## config.mk

```make
export PLATFORM = sky130hd
export DESIGN_NAME = tdm_sync_aligner
export DESIGN_NICKNAME = d
export VERILOG_FILES = /design/src/rtl/tdm_aln_pkg.sv /design/src/rtl/tdm_aln_insync.sv /design/src/rtl/tdm_aln_edges.sv /design/src/rtl/tdm_aln_fsm.sv /design/src/rtl/tdm_aln_grant.sv /design/src/rtl/tdm_sync_aligner.sv
export SDC_FILE = /design/constraint.sdc
export NUM_CORES = 1
export LEC_CHECK = 0
export BUFFER_PORTS_ARGS = -buffer_cell sky130_fd_sc_hd__buf_2
export CAP_MARGIN = 20
export CORE_MARGIN = 4
export CORE_UTILIZATION = 53
export DETAILED_ROUTE_END_ITERATION = 8
export HOLD_SLACK_MARGIN = 0.15
export PLACE_DENSITY_LB_ADDON = 0.05
export SYNTH_ARGS = -nofsm -noshare
export SYNTH_HDL_FRONTEND = slang
export SYNTH_SLANG_ARGS = --single-unit
```

## constraint.sdc

```tcl
create_clock -name clk -period 8.65 [get_ports clk]
set_input_delay 1.2975 -clock clk [delete_from_list [all_inputs] [get_ports clk]]
set_output_delay 1.2975 -clock clk [all_outputs]
set_load 0.01 [all_outputs]
```

## src/rtl/tdm_aln_pkg.sv

```systemverilog
package tdm_aln_pkg;

    typedef enum logic [1:0] {
        ST_IDLE   = 2'd0,
        ST_DELAY  = 2'd1,
        ST_ACTIVE = 2'd2
    } aln_state_e;

    localparam logic [3:0] GRANT_MARK = 4'b0111;

endpackage

```

## src/rtl/tdm_aln_insync.sv

```systemverilog
module tdm_aln_insync #(
    parameter int W = 8
) (
    input  logic         clk,
    input  logic         rst_n,
    input  logic [W-1:0] d,
    output logic [W-1:0] q
);

    logic [W-1:0] meta;

    always_ff @(posedge clk or negedge rst_n) begin
        if (!rst_n) begin
            meta <= '0;
            q    <= '0;
        end else begin
            meta <= d;
            q    <= meta;
        end
    end

endmodule

```

## src/rtl/tdm_aln_edges.sv

```systemverilog
module tdm_aln_edges (
    input  logic clk,
    input  logic rst_n,
    input  logic bclk_s,
    input  logic fsync_s,
    input  logic data_fall,
    input  logic sync_fall,
    output logic d_ev,
    output logic s_ev,
    output logic sync_hit
);

    logic bclk_d;
    logic fs_lat;
    logic rise_ev;
    logic fall_ev;

    assign rise_ev  = bclk_s & ~bclk_d;
    assign fall_ev  = ~bclk_s & bclk_d;
    assign d_ev     = data_fall ? fall_ev : rise_ev;
    assign s_ev     = sync_fall ? fall_ev : rise_ev;
    assign sync_hit = s_ev & fsync_s & ~fs_lat;

    always_ff @(posedge clk or negedge rst_n) begin
        if (!rst_n) begin
            bclk_d <= 1'b0;
            fs_lat <= 1'b0;
        end else begin
            bclk_d <= bclk_s;
            if (s_ev) begin
                fs_lat <= fsync_s;
            end
        end
    end

endmodule

```

## src/rtl/tdm_aln_fsm.sv

```systemverilog
module tdm_aln_fsm
    import tdm_aln_pkg::*;
#(
    parameter  int FRAME_MAX = 32,
    localparam int IDX_W     = $clog2(FRAME_MAX),
    localparam int LEN_W     = IDX_W + 1
) (
    input  logic                 clk,
    input  logic                 rst_n,
    input  logic                 d_ev,
    input  logic                 sync_hit,
    input  logic                 rxd_s,
    input  logic [1:0]           cfg_delay,
    input  logic [LEN_W-1:0]     cfg_frame_len,
    input  logic [FRAME_MAX-1:0] tx_frame,
    output logic [IDX_W-1:0]     bit_idx,
    output logic                 frame_act,
    output logic                 sof,
    output logic                 txd,
    output logic [FRAME_MAX-1:0] rx_frame,
    output logic                 resync_err,
    output logic                 slot_ev
);

    aln_state_e       st, nxt;
    logic [1:0]       rem, rem_n;
    logic [IDX_W-1:0] idx, idx_n;
    logic [LEN_W-1:0] len_m1;
    logic             last_bit;
    logic             finishing;
    logic             err_n;

    assign len_m1    = cfg_frame_len - LEN_W'(1);
    assign last_bit  = ({1'b0, idx} == len_m1);
    assign finishing = (st == ST_ACTIVE) && d_ev && last_bit;
    assign bit_idx   = idx;
    assign frame_act = (st == ST_ACTIVE);

    // next-state and counter decisions
    always_comb begin
        nxt     = st;
        rem_n   = rem;
        idx_n   = idx;
        slot_ev = 1'b0;
        err_n   = 1'b0;
        if (sync_hit) begin
            err_n = (st == ST_DELAY) || ((st == ST_ACTIVE) && !finishing);
            if (d_ev && (cfg_delay == 2'd0)) begin
                nxt     = ST_ACTIVE;
                idx_n   = '0;
                slot_ev = 1'b1;
            end else begin
                nxt   = ST_DELAY;
                rem_n = d_ev ? (cfg_delay - 2'd1) : cfg_delay;
            end
        end else if (d_ev) begin
            unique case (st)
                ST_IDLE: nxt = ST_IDLE;
                ST_DELAY: begin
                    if (rem == 2'd0) begin
                        nxt     = ST_ACTIVE;
                        idx_n   = '0;
                        slot_ev = 1'b1;
                    end else begin
                        rem_n = rem - 2'd1;
                    end
                end
                ST_ACTIVE: begin
                    if (last_bit) begin
                        nxt = ST_IDLE;
                    end else begin
                        idx_n   = idx + 1'b1;
                        slot_ev = 1'b1;
                    end
                end
                default: nxt = ST_IDLE;
            endcase
        end
    end

    // state register
    always_ff @(posedge clk or negedge rst_n) begin
        if (!rst_n) begin
            st  <= ST_IDLE;
            rem <= 2'd0;
            idx <= '0;
        end else begin
            st  <= nxt;
            rem <= rem_n;
            idx <= idx_n;
        end
    end

    // registered outputs
    always_ff @(posedge clk or negedge rst_n) begin
        if (!rst_n) begin
            sof        <= 1'b0;
            txd        <= 1'b0;
            rx_frame   <= '0;
            resync_err <= 1'b0;
        end else begin
            resync_err <= err_n;
            if (sync_hit || d_ev) begin
                sof <= slot_ev && (idx_n == '0);
                txd <= (nxt == ST_ACTIVE) ? tx_frame[idx_n] : 1'b0;
            end
            if (slot_ev) begin
                rx_frame[idx_n] <= rxd_s;
            end
        end
    end

    p_sof_bit0_r6: assert property (@(posedge clk) disable iff (!rst_n)
        sof |-> (frame_act && (bit_idx == '0)))
        else $error("sof outside bit 0");

    p_idx_bound_r5: assert property (@(posedge clk) disable iff (!rst_n)
        frame_act |-> ({1'b0, bit_idx} < cfg_frame_len))
        else $error("bit index beyond frame length");

    p_idx_step_r5: assert property (@(posedge clk) disable iff (!rst_n)
        (frame_act && $past(frame_act) && !sof && (bit_idx != $past(bit_idx)))
            |-> (bit_idx == $past(bit_idx) + 1'b1))
        else $error("bit index skipped");

    p_txd_idle_r7: assert property (@(posedge clk) disable iff (!rst_n)
        !frame_act |-> !txd)
        else $error("txd active outside frame");

    p_err_pulse_r9: assert property (@(posedge clk) disable iff (!rst_n)
        resync_err |=> !resync_err)
        else $error("resync error longer than one cycle");

endmodule

```

## src/rtl/tdm_aln_grant.sv

```systemverilog
module tdm_aln_grant
    import tdm_aln_pkg::*;
(
    input  logic       clk,
    input  logic       rst_n,
    input  logic       mode_sync,
    input  logic       grant_en,
    input  logic       s_ev,
    input  logic       fsync_s,
    input  logic       slot_ev,
    input  logic [3:0] chan_sel_s,
    input  logic       rxd_s,
    input  logic       grant_s,
    output logic       grant
);

    logic sync_samp;
    logic mark_samp;

    assign sync_samp = mode_sync && s_ev && fsync_s;
    assign mark_samp = !mode_sync && slot_ev && (chan_sel_s == GRANT_MARK);

    always_ff @(posedge clk or negedge rst_n) begin
        if (!rst_n) begin
            grant <= 1'b0;
        end else if (sync_samp) begin
            grant <= grant_s & grant_en;
        end else if (mark_samp) begin
            grant <= rxd_s;
        end
    end

    p_gnt_gated_r11: assert property (@(posedge clk) disable iff (!rst_n)
        ($past(sync_samp) && !$past(grant_en)) |-> !grant)
        else $error("grant loaded while disabled");

    p_gnt_hold_r12: assert property (@(posedge clk) disable iff (!rst_n)
        (!mode_sync && !$past(mode_sync) && !$past(mark_samp)) |-> $stable(grant))
        else $error("grant changed on unmarked slot");

endmodule

```

## src/rtl/tdm_sync_aligner.sv

```systemverilog
module tdm_sync_aligner
    import tdm_aln_pkg::*;
#(
    parameter  int FRAME_MAX = 32,
    localparam int IDX_W     = $clog2(FRAME_MAX)
) (
    input  logic                 clk,
    input  logic                 rst_n,
    input  logic                 bclk,
    input  logic                 fsync,
    input  logic                 rxd,
    input  logic [3:0]           chan_sel,
    input  logic                 grant_in,
    input  logic [1:0]           cfg_delay,
    input  logic                 cfg_data_edge,
    input  logic                 cfg_sync_edge,
    input  logic [IDX_W:0]       cfg_frame_len,
    input  logic                 cfg_grant_mode,
    input  logic                 cfg_grant_en,
    input  logic [FRAME_MAX-1:0] tx_frame,
    output logic                 txd,
    output logic [FRAME_MAX-1:0] rx_frame,
    output logic [IDX_W-1:0]     bit_idx,
    output logic                 sof,
    output logic                 frame_act,
    output logic                 resync_err,
    output logic                 grant
);

    localparam int SYNC_W = 8;

    logic [SYNC_W-1:0] raw_in;
    logic [SYNC_W-1:0] syn_in;
    logic              bclk_s, fsync_s, rxd_s, grant_s;
    logic [3:0]        chan_sel_s;
    logic              d_ev, s_ev, sync_hit, slot_ev;

    assign raw_in = {chan_sel, grant_in, rxd, fsync, bclk};
    assign {chan_sel_s, grant_s, rxd_s, fsync_s, bclk_s} = syn_in;

    tdm_aln_insync #(.W(SYNC_W)) u_insync (
        .clk   (clk),
        .rst_n (rst_n),
        .d     (raw_in),
        .q     (syn_in)
    );

    tdm_aln_edges u_edges (
        .clk       (clk),
        .rst_n     (rst_n),
        .bclk_s    (bclk_s),
        .fsync_s   (fsync_s),
        .data_fall (cfg_data_edge),
        .sync_fall (cfg_sync_edge),
        .d_ev      (d_ev),
        .s_ev      (s_ev),
        .sync_hit  (sync_hit)
    );

    tdm_aln_fsm #(.FRAME_MAX(FRAME_MAX)) u_fsm (
        .clk           (clk),
        .rst_n         (rst_n),
        .d_ev          (d_ev),
        .sync_hit      (sync_hit),
        .rxd_s         (rxd_s),
        .cfg_delay     (cfg_delay),
        .cfg_frame_len (cfg_frame_len),
        .tx_frame      (tx_frame),
        .bit_idx       (bit_idx),
        .frame_act     (frame_act),
        .sof           (sof),
        .txd           (txd),
        .rx_frame      (rx_frame),
        .resync_err    (resync_err),
        .slot_ev       (slot_ev)
    );

    tdm_aln_grant u_grant (
        .clk        (clk),
        .rst_n      (rst_n),
        .mode_sync  (cfg_grant_mode),
        .grant_en   (cfg_grant_en),
        .s_ev       (s_ev),
        .fsync_s    (fsync_s),
        .slot_ev    (slot_ev),
        .chan_sel_s (chan_sel_s),
        .rxd_s      (rxd_s),
        .grant_s    (grant_s),
        .grant      (grant)
    );

endmodule

```

==> results.txt, run 1 <==
Synth Area in Compound Gates - 17.5%
Cell Area, Placed - 4100 sq um
Synth Area in XOR/XNOR - 1.70%
Required @ worst endpoint - 8.88 ns
Die ar. - 8210 sq um
CTS max path bufs - 2
peak supply drop - 0.113 mV
largest net degree at the start of global routing - 64
cts bufs inserted - 9
Post-synth ARST share - 100%
DP HPWL - 6.29 mm
Initial Utilization - 55.7%
first-pass GRT wire length - 14.6 mm
Tcrit/Tclk final - 49.6%
most frequent cells after synthesis - 63 x dfrtp_1, 47 x nor2_1, 25 x mux2_2, 20 x nand2_1, 16 x inv_1
nets@finish - 495
largest family of logic cells by synthesized area - compound AO/OA/AOI/OAI gates
routed len/inst - 16.6 um
CP Capture Type - flip-flop
Boundary Pins - 96
Primary FF master, synth - dfrtp_1
Avg Cell Area, Syn - 10.6 sq um
HP Class - reg -> reg
vias in the first global route - 3014
sequential share of the synthesized area - 43.6%
Synth Area in Adders - 2.08%
grt ovf - 0
simple-gate share of the synthesized area - 15.7%
# setup viols final - 0
area share of the largest cell type after synthesis - 43.6%
Worst Skew - 0.0123 ns
CTS H-Tree Depth - 3
mux cell area share after synthesis - 15.1%
# hold bufs at CTS - 0
1st-iter DRT viols - 219
Fin Setup TNS - 0 ns
most frequent cell after synthesis - dfrtp_1
initial antenna violation count - 0
Hold Startpoint - u_insync.meta[2]
Max-Cap Viols - 0
root buf cell - clkbuf_8
Reg area - 1580 sq um
Ys Warns - 0
mapped cell area - 3620 sq um
crit path DAT - 4.52 ns
outcome - finished clean
clk_lat worst skew - 0.34 ns
Area growth syn-to-layout - 19.7%
Pwr Density - 223 nW/um^2
Core Region - 6490 sq um
Comb pwr share - 33.5%
gr usage total - 21.8%
Worst setup SP type - primary input
P_int - 628 uW
worst r2r src - u_fsm.st[0]
Post-CTS Setup Inserts - 0
Slew Viols, Final - 0
RePlAce Congestion - 0.821
post-synth net total - 401
FP Rows - 29
Post-synth EDFFs - 0
Port Buf Inserts - 95
cell taking the most area after synthesis - dfrtp_1
final instance area - 4330 sq um
Max FO, Critical Path - 13
Setup Crit Path Kind - in -> reg
drt via density - 5.70
share of cells above drive strength 1 - 35.9%
Worst-path clk slew - 0.07 ns
RSZ-0062 raised after global routing - no
Cells after Synth - 341
aggregate routed wire length - 8.58 mm
drt pass-1 iters - 5
Clock Sinks - 63
post-route ant nets - 0
Net Sw Power - 338 uW
CTS resizes - 0
Multi-input gate area - 1880 sq um
Seq pwr share - 36.1%
Clk network pwr share - 30.3%
n_diodes - 0
Final Hold Viols - 0
leak pwr - 2.20 nW
Slew Limit Headroom - 38.2%
fmax - 233 MHz
Period minus WS final - 4.29 ns
Netlist cell types - 69
DRC - 0
worst slew pin tran - 0.927 ns
worst setup path start - cfg_sync_edge
Area contributors post-synth - dfrtp_1 44%, mux2_2 7.8%, nor2_1 4.9%
final-layout fill cell count - 528
Switching Fraction - 35.0%
Die Width - 90.6 um
Die H - 90.6 um
CTS tree - built
flops & latches, synth - 63
detailed-route via count - 2948
-- final timing paths --
check / endpoint / slack, ns / cells past startpoint
max in group asynchronous: u_fsm.rx_frame[10] / 6.99 / 2
hold / removal: u_insync.q[2] / 0.35 / 0
setup reg to reg: u_fsm.txd / 4.85 / 11
hold reg to reg: u_insync.q[2] / 0.35 / 0
min in group asynchronous: u_fsm.rem[1] / 1.12 / 2
setup / recovery: u_fsm.txd / 4.36 / 10
-- worst max-delay path, cell delays in order --
cell and delay (ns):
buf_2 0.13, or3b_4 0.40, a211o_1 0.46, mux2i_1 0.36, nor2_1 0.08, o221ai_1 0.72, nand3_1 0.41, a211oi_1 0.33
a211oi_2 0.08, a32o_1 0.25
-- cells by family after synthesis --
group | Yosys count
AOI/OAI and AO/OA | 77
and+or+nand+nor | 109
buffers and inverters | 29
xor gates and xnor gates | 7
adders and majority gates | 6
DFF | 63
muxes | 50
-- sequential cells by signal, summed over array words and instances, names as in the netlist --
register / flops
u_fsm.rem: 2
u_fsm.st: 2
u_fsm.bit_idx: 5
u_fsm.resync_err: 1
u_grant.grant: 1
u_edges.fs_lat: 1
u_insync.q: 8
u_edges.bclk_d: 1
u_fsm.sof: 1
u_insync.meta: 8
u_fsm.txd: 1
u_fsm.rx_frame: 32
-- per-layer routing --
layer	vias up	share of wire (%)	GRT usage, %
met5	-	0	0
li1	1433	-	-
met4	0	1.6	7.02
met3	14	5.1	5.25
met1	1419	43	27.9
met2	82	50	36.3
-- per-stage QoR --
stage	util [%]	std cells	total power, mW	worst slack [ns]	hold slack, ns
after floorplan	-	341	0.604	4.87	0.331
after global placement	63.1	501	0.672	4.08	0.333
after detailed placement	63.1	501	0.678	4.04	0.335
after CTS	66.7	517	0.972	4.36	0.352
after global routing	66.7	517	1.03	4.02	0.358
final	66.7	517	0.966	4.36	0.350
-- power by group through the flow --
| stage | clock network, mW | registers [mW] | logic (mW) |
|---|---|---|---|
| 4_1_cts | 0.298 | 0.349 | 0.324 |
| 3_3_place_gp | 0 | 0.353 | 0.318 |
| 3_5_place_dp | 0 | 0.355 | 0.323 |
| 6_report | 0.293 | 0.349 | 0.324 |
| 2_1_floorplan | 0 | 0.350 | 0.254 |
| 5_1_grt | 0.311 | 0.354 | 0.360 |
-- cell type report --
cell class	count	share of cell area, %
clock buffer	10	3.18
clock inverter	6	2.17
timing repair buffer	96	11.2
inverter	16	1.39
sequential	63	36.4
tap	77	2.23
multi-input combinational	249	43.5
-- layout by cell type (no fill, tap or decap), types with 6 or more instances in the layout --
master	n
buf_2	95
mux2_2	25
dfrtp_1	63
nand2b_1	6
nor2_1	47
a21oi_1	11
mux2i_1	15
nor3_1	6
clkbuf_8	10
inv_1	16
ha_1	6
nand2_1	20
mux2_1	10
a22o_1	6
(Power assumes the default switching activity.)
==> inputs of run 2 (changes only) <==
- ABC_AREA: not set -> 1
- CORE_UTILIZATION: 53 -> 47
- clock period: 8.65 -> 3.6 ns (I/O delays scaled with it)
==> run 2 against run 1 <==
Effect of this change: design area down 0.90%; hold slack lost 0.15 ns; sequential share of layout area is 0.33 points higher.
==> results.txt, run 2 <==
outcome - finished clean
Area growth syn-to-layout - 23.6%
DP HPWL - 6.37 mm
grt ovf - 0
Avg Cell Area, Syn - 7.50 sq um
Synth Area in XOR/XNOR - 0.757%
Clock Sinks - 63
Cells after Synth - 463
Post-CTS Setup Inserts - 0
peak supply drop - 0.373 mV
Die H - 93.9 um
Pwr Density - 526 nW/um^2
Synth Area in Adders - 2.16%
FP Rows - 31
aggregate routed wire length - 8.45 mm
crit path DAT - 3.20 ns
Area contributors post-synth - dfrtp_1 45%, nand2_1 12%, nor2_1 7.2%
final hold slack - 0.201 ns
worst slew pin tran - 0.963 ns
worst r2r src - u_edges.bclk_d
RePlAce Congestion - 0.862
delay of the slowest critical-path stage - 0.47 ns
Period minus WS final - 3.02 ns
Max-Cap Viols - 0
Post-synth ARST share - 100%
1st-iter DRT viols - 158
Slew Limit Headroom - 35.4%
Primary FF master, synth - dfrtp_1
RSZ-0062 raised after global routing - no
Worst setup SP type - flip-flop
# hold bufs at CTS - 0
CTS H-Tree Depth - 3
Post-synth EDFFs - 0
mux cell area share after synthesis - 0%
share of cells above drive strength 1 - 26.9%
worst setup path start - u_edges.bclk_d
Largest register FFs - 32
leading cell type in the layout, fill and taps excluded - nand2_1
Synth Area in Compound Gates - 11.0%
simple-gate share of the synthesized area - 31.4%
initial antenna violation count - 0
Reg area - 1580 sq um
Die ar. - 8820 sq um
detailed-route via count - 3206
# setup viols final - 0
first-pass GRT wire length - 13.9 mm
Max FO, Critical Path - 20
Final Hold Viols - 0
Ys Warns - 0
root buf cell - clkbuf_8
post-route ant nets - 0
flops & latches, synth - 63
Slew Viols, Final - 0
Fin Setup TNS - 0 ns
clk_lat worst skew - 0.33 ns
leak pwr - 2.38 nW
biggest regs - u_fsm.rx_frame: 32 flops, u_insync.meta: 8 flops, u_insync.q: 8 flops
Initial Utilization - 48.1%
vias in the first global route - 3115
Multi-input gate area - 1570 sq um
CP Capture Type - flip-flop
Boundary Pins - 96
largest net degree at the start of global routing - 45
cts bufs inserted - 9
Pwr Total - 2.26 mW
Core Region - 7210 sq um
fmax - 331 MHz
CP Cell Sequence - inv_2 -> nand2_1 -> o21ai_1 -> nand3_1 -> inv_1 -> o21ai_1 -> nand2_2 -> nand3_1 -> inv_1 -> nand2_1 -> nand2_1 -> o21ai_1
Port Buf Inserts - 95
Netlist cell types - 31
CTS resizes - 0
gr usage total - 20.1%
Die Width - 93.9 um
DRC - 0
post-synth net total - 523
routed len/inst - 12.7 um
drt pass-1 iters - 4
Tcrit/Tclk final - 83.9%
Worst Skew - 0.00877 ns
CP max stage cell - nand2_2
Largest Register - u_fsm.rx_frame
most frequent cells after synthesis - 110 x nand2_1, 67 x nor2_1, 63 x dfrtp_1, 55 x inv_1, 36 x a21oi_1
commonest non-fill, non-tap cells in the layout - 110 x nand2_1, 95 x buf_2, 67 x nor2_1
largest family of logic cells by synthesized area - simple AND/OR/NAND/NOR gates
CTS max path bufs - 2
CTS tree - built
HP Class - in -> async
nets@finish - 623
sequential share of the synthesized area - 45.4%
mapped cell area - 3470 sq um
Required @ worst endpoint - 3.78 ns
most frequent cell after synthesis - nand2_1
drt via density - 4.81
n_diodes - 0
area share of the largest cell type after synthesis - 45.4%
Worst-path clk slew - 0.08 ns
final-layout fill cell count - 695
cell taking the most area after synthesis - dfrtp_1
Setup Crit Path Kind - reg -> reg
-- run 2: kinds of logic after synthesis --
| kind of cell | count (synthesis) |
|---|---|
| XOR/XNOR | 3 |
| AND/OR/NAND/NOR | 243 |
| flip-flops | 63 |
| buffers and inverters | 81 |
| AO/OA/AOI/OAI | 67 |
| adder cells (fa/ha/maj) | 6 |
-- run 2: final timing paths --
| check | end | slack, ns | depth (start not counted) |
|---|---|---|---|
| worst max-delay path | u_fsm.rx_frame[0] | 0.58 | 12 |
| worst min-delay path | u_fsm.rx_frame[24] | 0.20 | 1 |
| worst max register to register | u_fsm.rx_frame[0] | 0.58 | 12 |
| worst min register to register | u_insync.q[0] | 0.35 | 0 |
| max in group asynchronous | u_insync.meta[7] | 2.57 | 3 |
| min in group clk | u_insync.meta[0] | 0.32 | 1 |
-- run 2: power breakdown --
part,leakage (nW),switching (mW),internal (mW)
clock network,0.110,0.276,0.409
registers,0.827,0.0716,0.789
logic,1.44,0.465,0.247
total,2.38,0.813,1.45
-- run 2: layout make-up --
type | instances | area share [%]
flip-flops and latches | 63 | 36.7
multi-input cells | 319 | 36.7
repair buffers | 99 | 12.2
inverters | 71 | 6.27
clock buffers | 11 | 3.30
well taps | 99 | 2.89
clock inverters | 5 | 1.90
-- run 2: worst max-delay path: cells and delay by family, from the launching register on --
family	cells	cell delay, ns
AO/OA/AOI/OAI	3	0.61
buffers and inverters	3	0.48
flip-flops	1	0.40
AND/OR/NAND/NOR	6	1.39
-- run 2: stage by stage --
step / area [sq um] / setup slack (ns) / std cells / util [%]
floorplan: 3470 / 1.02 / 463 / -
global placement: 4040 / 0.286 / 650 / 56.0
detailed placement: 4040 / 0.229 / 650 / 56.0
CTS: 4260 / 0.550 / 666 / 59.1
global route: 4290 / 0.169 / 667 / 59.5
finish: 4290 / 0.581 / 667 / 59.5
-- run 2: metal layers --
metal	share of wire [%]	track usage [%]	vias up
met5	0	0	-
met4	1.9	7.82	0
met3	6.6	5.37	14
met2	44	30.8	93
met1	48	27.1	1427
li1	-	-	1672
